## src/rtl/epmon_pkg.sv

```systemverilog
package epmon_pkg;

  localparam int CNT_W_DEF  = 48;
  localparam int CODE_W     = 9;
  localparam int NUM_EVT    = 11;
  localparam int ADDR_W     = 2;

  localparam logic [ADDR_W-1:0] ADDR_CNT  = 2'd0;
  localparam logic [ADDR_W-1:0] ADDR_CTRL = 2'd1;
  localparam logic [ADDR_W-1:0] ADDR_STAT = 2'd2;

  // strobes from control to datapath
  typedef struct packed {
    logic cntWr;
    logic cntInc;
  } dpStrobe_t;

  // select code carried by each event input position
  function automatic logic [CODE_W-1:0] evtCode(input int idx);
    case (idx)
      0:       evtCode = 9'h000;
      1:       evtCode = 9'h001;
      2:       evtCode = 9'h002;
      3:       evtCode = 9'h003;
      4:       evtCode = 9'h004;
      5:       evtCode = 9'h050;
      6:       evtCode = 9'h051;
      7:       evtCode = 9'h0F8;
      8:       evtCode = 9'h0F9;
      9:       evtCode = 9'h1DF;
      10:      evtCode = 9'h1E4;
      default: evtCode = 9'h1FF;
    endcase
  endfunction

endpackage

```

## src/rtl/epmon_datapath.sv

```systemverilog
module epmon_datapath
  import epmon_pkg::*;
#(
  parameter int CNT_W = CNT_W_DEF
) (
  input  logic             clk,
  input  logic             rst_n,
  input  dpStrobe_t        strobe,
  input  logic [CNT_W-1:0] wrData,
  output logic [CNT_W-1:0] cnt,
  output logic             carry
);

  localparam logic [CNT_W:0] ONE = {{CNT_W{1'b0}}, 1'b1};

  logic [CNT_W-1:0] cntQ;
  logic [CNT_W:0]   incSum;

  assign incSum = {1'b0, cntQ} + ONE;
  // a write in the same cycle suppresses the increment and its carry
  assign carry  = strobe.cntInc & ~strobe.cntWr & incSum[CNT_W];
  assign cnt    = cntQ;

  always_ff @(posedge clk) begin
    if (!rst_n) begin
      cntQ <= '0;
    end else if (strobe.cntWr) begin
      cntQ <= wrData;
    end else if (strobe.cntInc) begin
      cntQ <= incSum[CNT_W-1:0];
    end
  end

endmodule

```

## src/rtl/epmon_ctrl.sv

```systemverilog
module epmon_ctrl
  import epmon_pkg::*;
#(
  parameter int CNT_W = CNT_W_DEF
) (
  input  logic              clk,
  input  logic              rst_n,
  input  logic [NUM_EVT-1:0] events,
  input  logic [ADDR_W-1:0] regAddr,
  input  logic              regWrEn,
  input  logic [CODE_W:0]   cfgWrData,
  output logic [CNT_W-1:0]  regRdData,
  input  logic [CNT_W-1:0]  cnt,
  input  logic              carry,
  input  logic              globalEn,
  output dpStrobe_t         strobe,
  output logic              pmiReq,
  output logic              ovfSticky,
  output logic              swEnWr,
  output logic              swEnVal
);

  logic [CODE_W-1:0]  selCodeQ;
  logic               intEnQ;
  logic               ovfQ;
  logic               pmiQ;
  logic [NUM_EVT-1:0] hit;
  logic               evtActive;
  logic               ctrlWr;
  logic               statWr;

  assign ctrlWr = regWrEn && (regAddr == ADDR_CTRL);
  assign statWr = regWrEn && (regAddr == ADDR_STAT);

  // event selection: one comparator per input
  for (genvar i = 0; i < NUM_EVT; i++) begin : g_sel
    assign hit[i] = (selCodeQ == evtCode(i)) & events[i];
  end
  assign evtActive = |hit;

  always_comb begin
    strobe        = '0;
    strobe.cntWr  = regWrEn && (regAddr == ADDR_CNT);
    strobe.cntInc = globalEn & evtActive;
  end

  always_ff @(posedge clk) begin
    if (!rst_n) begin
      selCodeQ <= '0;
      intEnQ   <= 1'b0;
    end else if (ctrlWr) begin
      selCodeQ <= cfgWrData[CODE_W-1:0];
      intEnQ   <= cfgWrData[CODE_W];
    end
  end

  // sticky overflow: a new overflow wins over a clear in the same cycle
  always_ff @(posedge clk) begin
    if (!rst_n) begin
      ovfQ <= 1'b0;
      pmiQ <= 1'b0;
    end else begin
      ovfQ <= carry | (ovfQ & ~(statWr & cfgWrData[0]));
      pmiQ <= carry & intEnQ;
    end
  end

  assign pmiReq    = pmiQ;
  assign ovfSticky = ovfQ;
  assign swEnWr    = statWr;
  assign swEnVal   = cfgWrData[1];

  always_comb begin
    regRdData = '0;
    case (regAddr)
      ADDR_CNT:  regRdData = cnt;
      ADDR_CTRL: begin
        regRdData[CODE_W-1:0] = selCodeQ;
        regRdData[CODE_W]     = intEnQ;
      end
      ADDR_STAT: begin
        regRdData[0] = ovfQ;
        regRdData[1] = globalEn;
      end
      default:   regRdData = '0;
    endcase
  end

endmodule

```

## src/rtl/epmon_freeze.sv

```systemverilog
module epmon_freeze #(
  parameter int FREEZE_DELAY = 4
) (
  input  logic clk,
  input  logic rst_n,
  input  logic pmiReq,
  input  logic swEnWr,
  input  logic swEnVal,
  output logic globalEn
);

  localparam int DLY_W = $clog2(FREEZE_DELAY + 1);

  logic             enQ;
  logic             pendQ;
  logic [DLY_W-1:0] dlyQ;

  always_ff @(posedge clk) begin
    if (!rst_n) begin
      enQ   <= 1'b0;
      pendQ <= 1'b0;
      dlyQ  <= '0;
    end else if (swEnWr) begin
      enQ   <= swEnVal;
      pendQ <= 1'b0;
    end else if (pmiReq) begin
      pendQ <= 1'b1;
      dlyQ  <= DLY_W'(FREEZE_DELAY - 1);
    end else if (pendQ) begin
      if (dlyQ == '0) begin
        enQ   <= 1'b0;
        pendQ <= 1'b0;
      end else begin
        dlyQ <= dlyQ - 1'b1;
      end
    end
  end

  assign globalEn = enQ;

endmodule

```

## src/rtl/epmon_top.sv

```systemverilog
module epmon_top
  import epmon_pkg::*;
#(
  parameter int CNT_W        = CNT_W_DEF,
  parameter int FREEZE_DELAY = 4
) (
  input  logic               clk,
  input  logic               rst_n,
  input  logic [NUM_EVT-1:0] events,
  input  logic [ADDR_W-1:0]  regAddr,
  input  logic               regWrEn,
  input  logic [CNT_W-1:0]   regWrData,
  output logic [CNT_W-1:0]   regRdData,
  output logic               pmiReq,
  output logic               globalEn
);

  dpStrobe_t        dpStrobe;
  logic [CNT_W-1:0] cntQ;
  logic             carry;
  logic             ovfSticky;
  logic             swEnWr;
  logic             swEnVal;

  epmon_ctrl #(.CNT_W(CNT_W)) u_ctrl (
    .clk       (clk),
    .rst_n     (rst_n),
    .events    (events),
    .regAddr   (regAddr),
    .regWrEn   (regWrEn),
    .cfgWrData (regWrData[CODE_W:0]),
    .regRdData (regRdData),
    .cnt       (cntQ),
    .carry     (carry),
    .globalEn  (globalEn),
    .strobe    (dpStrobe),
    .pmiReq    (pmiReq),
    .ovfSticky (ovfSticky),
    .swEnWr    (swEnWr),
    .swEnVal   (swEnVal)
  );

  epmon_datapath #(.CNT_W(CNT_W)) u_dp (
    .clk    (clk),
    .rst_n  (rst_n),
    .strobe (dpStrobe),
    .wrData (regWrData),
    .cnt    (cntQ),
    .carry  (carry)
  );

  epmon_freeze #(.FREEZE_DELAY(FREEZE_DELAY)) u_frz (
    .clk      (clk),
    .rst_n    (rst_n),
    .pmiReq   (pmiReq),
    .swEnWr   (swEnWr),
    .swEnVal  (swEnVal),
    .globalEn (globalEn)
  );

endmodule

```

## config.mk

```make
export PLATFORM = sky130hd
export DESIGN_NAME = epmon_top
export DESIGN_NICKNAME = d
export VERILOG_FILES = /design/src/rtl/epmon_pkg.sv /design/src/rtl/epmon_datapath.sv /design/src/rtl/epmon_ctrl.sv /design/src/rtl/epmon_freeze.sv /design/src/rtl/epmon_top.sv
export SDC_FILE = /design/constraint.sdc
export NUM_CORES = 1
export LEC_CHECK = 0
export ABC_AREA = 0
export BUFFER_PORTS_ARGS = -buffer_cell sky130_fd_sc_hd__buf_2
export CORE_MARGIN = 2
export CORE_UTILIZATION = 58
export CTS_CLUSTER_SIZE = 25
export DETAILED_ROUTE_END_ITERATION = 7
export PLACE_DENSITY = 0.87
export SLEW_MARGIN = 20
export SYNTH_ARGS = -nofsm -noshare
export SYNTH_HDL_FRONTEND = slang
export SYNTH_SLANG_ARGS = --single-unit
```

## constraint.sdc

```tcl
create_clock -name clk -period 7.1 [get_ports clk]
set_input_delay 1.065 -clock clk [delete_from_list [all_inputs] [get_ports clk]]
set_output_delay 1.065 -clock clk [all_outputs]
set_load 0.02 [all_outputs]
```

; ---- Word-level counts from Yosys, hierarchy flattened
; Cells that the tools add are included.
[totals]
register_bits = 65
inputBits = 64
output_inout_bits = 50
wordCells = 75
[op_classes]
n_addsub = 2
n_eq_ne = 14
n_mux = 15
bitwise_logic = 22
reduce_logical = 14
[ops]
columns = cell, n
row1 = 48-bit 2-to-1 mux, 2
row2 = "48-bit by 1-bit adder with 49-bit output, second input constant", 1
row3 = 38-bit 2-to-1 mux, 1
row4 = "9-bit by 2-bit equality test with 1-bit output, second input constant", 2
row5 = "9-bit by 7-bit equality test with 1-bit output, second input constant", 2
row6 = "9-bit by 8-bit equality test with 1-bit output, second input constant", 2
row7 = "9-bit equality test, second input constant", 2
row8 = 1-bit AND, 17
row9 = 8-bit case mux with 2 select lines, 1
row10 = 11-bit OR reduction, 1
row11 = "9-bit by 1-bit equality test with 1-bit output, second input constant", 1
row12 = "9-bit by 3-bit equality test with 1-bit output, second input constant", 1
row13 = 9-bit zero test, 1
row14 = 3-bit 2-to-1 mux, 3
row15 = 2-bit nonzero test, 4
row16 = 1-bit 2-to-1 mux, 7
row17 = 2-bit case mux with 3 select lines, 1
row18 = 3-bit AND reduction, 2
row19 = "2-bit != test, second input constant", 2
row20 = 1-bit inverter, 4
row21 = 1-bit logical AND, 3
row22 = 3-bit zero test, 1
row23 = "3-bit by 1-bit subtractor with 3-bit output, second input constant", 1
row24 = "2-bit by 1-bit equality test with 1-bit output, second input constant", 1
row25 = other kinds (4), 4

; ---- Longest topological paths before layout
; Gate-level depths: netlist of the first run.
[depth]
ltp_word = 7
ltp_mapped = 9
mapped_depth_nobuf = 8

; ---- Cells and area by module
; A second synthesis of the first run with hierarchy kept.
[unflattened]
hier_cells = 522
hier_area_um2 = 4165.2
[modules_own_cells]
columns = module, instances, cells_each, area_each_um2, seq_area_each_um2
row1 = epmon_datapath, 1, 348, 2813.9, 960.9
row2 = epmon_ctrl, 1, 148, 1097.3, 240.2
row3 = epmon_freeze, 1, 26, 254.0, 100.1

; ---- Worst setup path after synthesis of the first run
; OpenSTA, ideal clock, no wires.
[synth_timing]
path_type = input port to output port
from = input port regAddr[1]
to = output port regRdData[0]
t_arrival_ns = 1.931
t_required_ns = 6.035
slack_ns = 4.104
stages = 3
n_path_buf = 1
path_cell_list = clkbuf_1 > mux2i_1 > o21ai_0
[synth_via]
elab_chain_len = 2
elab_cells_between_ends = 4
classes_between = eq/ne (2) / mux (1) / reduce/logical (1)
[synth_rtl]
columns = element, line_no
row1 = from (decl), epmon_top.sv:10  ; input logic [ADDR_W-1:0] regAddr,
row2 = "2-bit equality test, or another cell as far along", epmon_ctrl.sv:75  ; case (regAddr)
row3 = 2-bit case mux with 3 select lines *, epmon_ctrl.sv:75
row4 = to (decl), epmon_top.sv:13  ; output logic [CNT_W-1:0] regRdData,
; Mark *: on every way between the ends. The rest lies on a longest branch, timed or not.

; ---- Worst setup path in the final report of the first run
[layout_timing]
from = input port regAddr[0]
to = output port regRdData[27]
[layout_via]
elab_chain_len = 2
[layout_rtl]
columns = element, line_no
row1 = 2-bit zero test, epmon_ctrl.sv:75
row2 = 38-bit 2-to-1 mux, epmon_ctrl.sv:75
; No other way between the ends.

==> summary.md, run 1 <==
| Metric | Value |
|---|---|
| Outcome | `finished, final reports clean` |
| Final nets | `726` |
| # DRC | `0` |
| R2R cell count | `6` |
| Vias in the first global route | `roughly 4400` |
| Syn nets | `644` |
| Tightest Pin Transition | `929 ps` |
| Hold Vio Cnt, Final | `0` |
| Switching Share | `27.5%` |
| Pwr Density | `170 mW/mm2` |
| Crit. End Element | `output port` |
| DR vias | `4993` |
| WL final | `13000 um` |
| Seq/Total Area, Yosys | `30.5%` |
| H-tree depth | `3` |
| Setup bufs post-CTS | `0` |
| EDFF count, synth | `0` |
| Core Area | `0.00718 mm2` |
| Required time of the critical path | `6030 ps` |
| Syn_area_per_cell | `7.40 um2` |
| Clock transition at path regs | `~70 ps` |
| Number of distinct library cells after synthesis | `54` |
| RSZ-0062 raised after global routing | `no` |
| Synth warn | `0` |
| Worst vdd ir | `~0.14 mV` |
| CTS tree | `done` |
| Max Cap Viol | `0` |
| Ratio of cells with drive above 1 in the final layout | `a little over a fifth` |
| GR Util All Layers | `31.5%` |
| Rel. slew slack | `38.0%` |
| Avg Vias per Cell | `roughly 6.5` |
| Combinational Power Share | `between 10% and 20%` |
| Post-synth ARST share | `0%` |
| Mapped cell area | `0.00427 mm2` |
| Psw | `0.236 mW` |
| ANT nets after route | `0` |
| Worst Path Class, Setup | `in -> out` |
| Final min period | `3180 ps` |
| Reg power frac | `between 40% and 50%` |
| Hold_buf cts | `0` |
| Die X-Extent | `about 90 um` |
| Worst path arrival time | `2110 ps` |
| Internal power | `0.622 mW` |
| Clk pwr share | `40.3%` |
| Placement Setup Slack | `around 3600 ps` |
| Largest net degree at the start of global routing | `a little under 90` |
| Skew final | `14.9 ps` |
| Number of DRC markers in iteration 0 | `608` |
| FF+latch count, synth | `65` |
| Dominant synthesized flop cell | `dfxtp_1` |
| CTS buffer count | `9` |
| Die area | `a little over 0.008 mm2` |
| GP Congestion | `0.901` |
| Number of fill cells | `593` |
| Final HPWL DP | `roughly 8700 um` |
| First-pass GRT wire length | `between 20000 and 25000 um` |
| Port Buffers | `113` |
| Max Slew Vio Count | `0` |
| Final Cell Area | `0.00504 mm2` |
| WHS Path Cells | `2` |
| Area delta synth->final | `18.2%` |
| Clock Path Buffers | `2` |
| Setup TNS | `0 ps` |
| Clk sinks | `65` |
| Post-synthesis cell count | `a little under 600` |
| Placed cell area | `0.00483 mm2` |
| Initial antenna violation count | `1` |
| Rows | `31` |
| Period utilization | `44.8%` |
| GRT Residual Overflow | `0` |
| Die Ht | `around 90 um` |
| Drt pass-1 iters | `6` |
| Crit path launch type | `input port` |
| Clock Latency Late Sink | `between 300 and 400 ps` |
| Worst Setup Slack, final | `3920 ps` |
| WL/cell | `17.1 um` |
| HP Class | `reg -> reg` |
| Leak | `around 1.9 nW` |
| Root buf cell | `clkbuf_8` |
| Initial Utilization | `59.5%` |
| Setup violators final | `0` |
| F_max | `around 310 MHz` |
| Post-CTS sizing | `0` |
| Worst-path maximum fanout | `39` |
| Ports | `114` |
==> worst max-delay path: stages <==
cell	delay [ps]
buf_2	220
nor2_2	140
buf_4	300
and2_1	190
buf_2	170
==> per-layer routing <==
layer / GRT usage, % / vias up / routed length (um)
met4: 11.9 / 0 / 363
li1: - / 2347 / -
met3: 7.04 / 41 / 1050
met2: 51.0 / 279 / 6260
met1: 41.2 / 2326 / 5340
met5: 0 / - / 0
==> state kept, by name, summed over array words and instances (netlist names) <==
signal	count
u_dp.cnt	48
u_ctrl.selCodeQ	9
u_frz.dlyQ	3
u_ctrl.intEnQ	1
u_ctrl.ovfSticky	1
u_ctrl.pmiReq	1
u_frz.globalEn	1
u_frz.pendQ	1
==> worst paths after layout <==
kind / startpoint / to / slack, ps
min reg2reg: u_ctrl.intEnQ / u_ctrl.pmiReq / 460
max: regAddr[0] / regRdData[27] / 3920
max reg2reg: u_dp.cnt[17] / u_dp.cnt[35] / 4340
min: u_ctrl.intEnQ / u_ctrl.pmiReq / 460
==> cell usage after synthesis, types with 4 or more instances <==
| cell type | number | area (um2) |
|---|---|---|
| nand3_1 | 50 | 250 |
| o31ai_1 | 18 | 135 |
| nor2_1 | 35 | 131 |
| o21ai_0 | 39 | 195 |
| nand2b_1 | 5 | 31.3 |
| and3_1 | 11 | 68.8 |
| nand4_1 | 20 | 125 |
| or4_1 | 17 | 128 |
| mux2i_1 | 11 | 110 |
| nor4bb_1 | 4 | 40.0 |
| nand2_1 | 48 | 180 |
| buf_2 | 4 | 20.0 |
| a31oi_1 | 22 | 138 |
| nor3_1 | 27 | 135 |
| or3_1 | 7 | 43.8 |
| clkbuf_1 | 43 | 161 |
| a211oi_1 | 12 | 90.1 |
| dfxtp_1 | 65 | 1300 |
| inv_1 | 8 | 30.0 |
| and2_1 | 40 | 250 |
| and4_1 | 9 | 78.8 |
| a21oi_1 | 17 | 85.1 |
| nor4_1 | 10 | 62.6 |
| a311oi_1 | 6 | 52.6 |
| nand4b_1 | 5 | 43.8 |
| a31o_2 | 4 | 35.0 |
==> layout by cell type (no fill, tap or decap), types with 10 or more instances in the layout <==
cell type and n:
nor2_1 34, nand3_1 50, or4_1 17, nor4_1 10
and2_1 40, a31oi_1 22, a211oi_1 12, nor3_1 27
nand4_1 20, buf_2 113, dfxtp_1 65, and3_1 11
o31ai_1 18, a21oi_1 17, o21ai_0 39, nand2_1 47
mux2i_1 11
==> logic make-up (layout without fill, tap and decap cells) <==
family | Yosys count | after routing | share of synthesized area (%)
AND/OR/NAND/NOR | 301 | 301 | 39.2
AO/OA/AOI/OAI | 135 | 135 | 20.6
flip-flops | 65 | 65 | 30.5
buffers and inverters | 59 | 145 | 5.31
multiplexers | 12 | 12 | 3.11
adder cells (fa/ha/maj) | 3 | 3 | 0.880
XOR/XNOR | 2 | 2 | 0.411
other | 0 | 1 | 0
==> final cells by class <==
type                    instances  area, um2  area share (%)
inverters                      10       37.5           0.744
well taps                      99        124            2.46
multi-input cells             453       2750            54.6
diodes                          1       2.50          0.0496
clock inverters                 5       81.3            1.61
repair buffers                120        618            12.3
clock buffers                  10        128            2.53
flip-flops and latches         65       1300            25.8
==> stage by stage <==
step	util [%]	hold slack (ps)	cells	power, mW
floorplan	-	421	577	0.472
global placement	67.3	444	747	0.512
detailed placement	67.3	453	747	0.517
CTS	70.3	449	762	0.856
global route	70.3	488	763	0.891
finish	70.3	463	763	0.858
==> power groups by stage <==
stage	logic, mW	registers (mW)	clock network, mW
after floorplan	0.0677	0.405	0
after global placement	0.100	0.412	0
after detailed placement	0.104	0.413	0
after CTS	0.105	0.404	0.347
after global routing	0.116	0.409	0.366
final	0.106	0.406	0.346
Power figures use the tool's default switching activity.
==> run 2, diff against run 1 <==
--- a/config.mk
+++ b/config.mk
@@ -5,13 +5,13 @@
 export SDC_FILE = /design/constraint.sdc
 export NUM_CORES = 1
 export LEC_CHECK = 0
-export ABC_AREA = 0
+export ABC_AREA = 1
 export BUFFER_PORTS_ARGS = -buffer_cell sky130_fd_sc_hd__buf_2
 export CORE_MARGIN = 2
-export CORE_UTILIZATION = 58
+export CORE_UTILIZATION = 50
 export CTS_CLUSTER_SIZE = 25
 export DETAILED_ROUTE_END_ITERATION = 7
-export PLACE_DENSITY = 0.87
+export PLACE_DENSITY = 0.78
 export SLEW_MARGIN = 20
 export SYNTH_ARGS = -nofsm -noshare
 export SYNTH_HDL_FRONTEND = slang
==> constraint.sdc (replaced) <==
create_clock -name clk -period 2.65 [get_ports clk]
set_input_delay 0.3975 -clock clk [delete_from_list [all_inputs] [get_ports clk]]
set_output_delay 0.3975 -clock clk [all_outputs]
set_load 0.02 [all_outputs]
==> run 2 against run 1 <==
Against the previous run: synthesized cell count rose by 54%; wire length up 17%; first-iteration DRC count is 22% lower; cell count rose by 47%.
==> summary.md, run 2 <==
| Metric | Value |
|---|---|
| Max Slew Vio Count | `0 (unchanged)` |
| Syn nets | `956 (+48%)` |
| R2R cell count | `11 (+5)` |
| Final min period | `between 2000 and 2500 ps` |
| RSZ-0062 raised after global routing | `no` |
| Area delta synth->final | `16.0%` |
| Drt pass-1 iters | `5 (-1)` |
| DR vias | `5877 (+18%)` |
| Finished Core Util | `59.6% (-11 points)` |
| Die area | `0.0109 mm2 (+35%)` |
| FF-to-FF setup slack | `580 ps (-3760 ps)` |
| Die Ht | `104 um (+16%)` |
| Worst R2R End | `u_ctrl.pmiReq` |
| Hold Vio Cnt, Final | `0 (unchanged)` |
| Crit. End Element | `output port` |
| Critical Path End | `regRdData[3]` |
| Final nets | `1047 (+44%)` |
| Initial antenna violation count | `0 (-1)` |
| Rows | `36 (+16%)` |
| Yosys top cell by area | `dfxtp_1` |
| Worst path arrival time | `1690 ps (-420 ps)` |
| Post-synth ARST share | `0% (unchanged)` |
| Number of distinct library cells after synthesis | `32 (-41%)` |
| Post-CTS sizing | `0 (unchanged)` |
| Leak | `2.35 nW (+24%)` |
| Commonest non-fill, non-tap cell in the layout | `nand2_1` |
| Avg Vias per Cell | `5.26 (-20%)` |
| Syn_area_per_cell | `5.65 um2 (-24%)` |
| GR Util All Layers | `27.4% (-4.1 points)` |
| Clock transition at path regs | `80 ps (about the same)` |
| Synth cell count leaders | `nand2_1, nor2_1, nand3_1, inv_1, dfxtp_1` |
| Setup TNS | `0 ps (unchanged)` |
| Ratio of cells with drive above 1 in the final layout | `17.0% (-4.8 points)` |
| Setup bufs post-CTS | `0 (unchanged)` |
| Top cells by area, synth | `dfxtp_1, nand2_1, nand3_1` |
| # DRC | `0 (unchanged)` |
| Die X-Extent | `104 um (+16%)` |
| Worst-path maximum fanout | `46 (+18%)` |
| WL/cell | `13.6 um (-20%)` |
| Clock Path Buffers | `2 (unchanged)` |
| Crit path launch type | `input port` |
| EDFF count, synth | `0 (unchanged)` |
| WL final | `15200 um (+17%)` |
| CTS tree | `done` |
| Core Area | `0.00977 mm2 (+36%)` |
| HP Class | `in -> reg` |
| CTS buffer count | `9 (unchanged)` |
| H-tree depth | `3 (unchanged)` |
| First-pass GRT wire length | `24500 um (+16%)` |
| Worst Path Class, Setup | `in -> out` |
| Period utilization | `79.0%` |
| R2r startpoint | `u_dp.cnt[0]` |
| Number of DRC markers in iteration 0 | `472 (-22%)` |
| Count leader, synth | `nand2_1` |
| Seq/Total Area, Yosys | `25.9% (-4.6 points)` |
| Ports | `114 (unchanged)` |
| Root buf cell | `clkbuf_8` |
| Synth warn | `0 (unchanged)` |
| FF+latch count, synth | `65 (unchanged)` |
| Pwr Density | `386 mW/mm2 (+130%)` |
| Ant diodes | `0 (-1)` |
| Initial Utilization | `51.4% (-8.1 points)` |
| Skew final | `8.28 ps (-6.65 ps)` |
| Tightest Pin Transition | `939 ps (+9.28 ps)` |
| Worst vdd ir | `0.266 mV (+97%)` |
| Area share of the leading cell type in the synthesized netlist | `25.9% (-4.6 points)` |
| F_max | `478 MHz` |
| Most frequent cells in the layout | `nand2_1, nor2_1, buf_2, nand3_1, inv_1` |
| Hold_buf cts | `0 (unchanged)` |
| Number of flip-flops in the largest register | `48 (unchanged)` |
| Port Buffers | `113 (unchanged)` |
| Outcome | `finished, final reports clean` |
| Final HPWL DP | `11100 um (+27%)` |
| Setup violators final | `0 (unchanged)` |
| Clock Latency Late Sink | `360 ps (about the same)` |
| Vias in the first global route | `5272 (+19%)` |
| Max Cap Viol | `0 (unchanged)` |
| GRT Residual Overflow | `0 (unchanged)` |
| Required time of the critical path | `2250 ps (-3780 ps)` |
| Crit path launch | `regAddr[1]` |
| Mapped cell area | `0.00502 mm2 (+18%)` |
| Post-synthesis cell count | `889 (+54%)` |
| GP Congestion | `0.958 (+6.3%)` |
| Dominant synthesized flop cell | `dfxtp_1` |
| ANT nets after route | `0 (unchanged)` |
| Clk sinks | `65 (unchanged)` |
| Rel. slew slack | `37.3% (-0.71 points)` |
| Largest net degree at the start of global routing | `51 (-41%)` |
run 2: through the flow:
stage               power (mW)  area, um2  hold WS (ps)  std cells  worst slack [ps]
detailed placement        1.31       5600           459       1102               521
global route              2.33       5820           362       1118               410
finish                    2.25       5820           340       1118               558
floorplan                 1.21       5020           431        889               958
global placement          1.31       5600           451       1102               550
CTS                       2.25       5820           337       1118               577
run 2: critical path, cell delays in order:
cell and delay (ps):
buf_2 120, nor2_1 260, inv_2 390, o22ai_1 310, buf_2 200
run 2: worst min-delay path by stage:
stage	from	end	slack [ps]	cells past startpoint
2_1_floorplan	u_frz.dlyQ[0]	u_frz.dlyQ[0]	430	1
3_3_place_gp	u_frz.dlyQ[0]	u_frz.dlyQ[0]	450	1
3_5_place_dp	u_frz.dlyQ[0]	u_frz.dlyQ[0]	460	1
4_1_cts	regWrData[9]	u_ctrl.intEnQ	340	3
5_1_grt	regWrData[9]	u_ctrl.intEnQ	360	3
6_report	regWrData[9]	u_ctrl.intEnQ	340	3
run 2: where the power goes:
part / switching (mW) / internal (mW) / leakage, nW
Clock: 0.428 / 0.533 / 0.103
Sequential: 0.0237 / 0.995 / 0.526
Combinational: 0.178 / 0.0914 / 1.72
run 2: area by class of cell:
type / count / area [um2]
clock buffers: 10 / 128
multi-input cells: 698 / 3180
fillers: 1034 / 3950
well taps: 133 / 166
inverters: 87 / 328
clock inverters: 6 / 92.6
flip-flops and latches: 65 / 1300
repair buffers: 119 / 623
run 2: kinds of logic after synthesis:
kind of cell | count (synthesis) | synth area share (%)
buffers and inverters | 126 | 10.7
xor gates and xnor gates | 10 | 1.74
DFF | 65 | 25.9
AOI/OAI and AO/OA | 118 | 12.3
adders and majority gates | 3 | 0.748
muxes | 1 | 0.199
and+or+nand+nor | 566 | 48.4
run 2: routing by layer:
layer	GRT usage, %	share of wire (%)	vias up	wire, um
li1	-	-	3048	-
met1	34.9	43	2578	6570
met2	46.1	47	225	7140
met3	5.58	7.5	26	1150
met4	9.46	2.5	0	375
met5	0	0	-	0
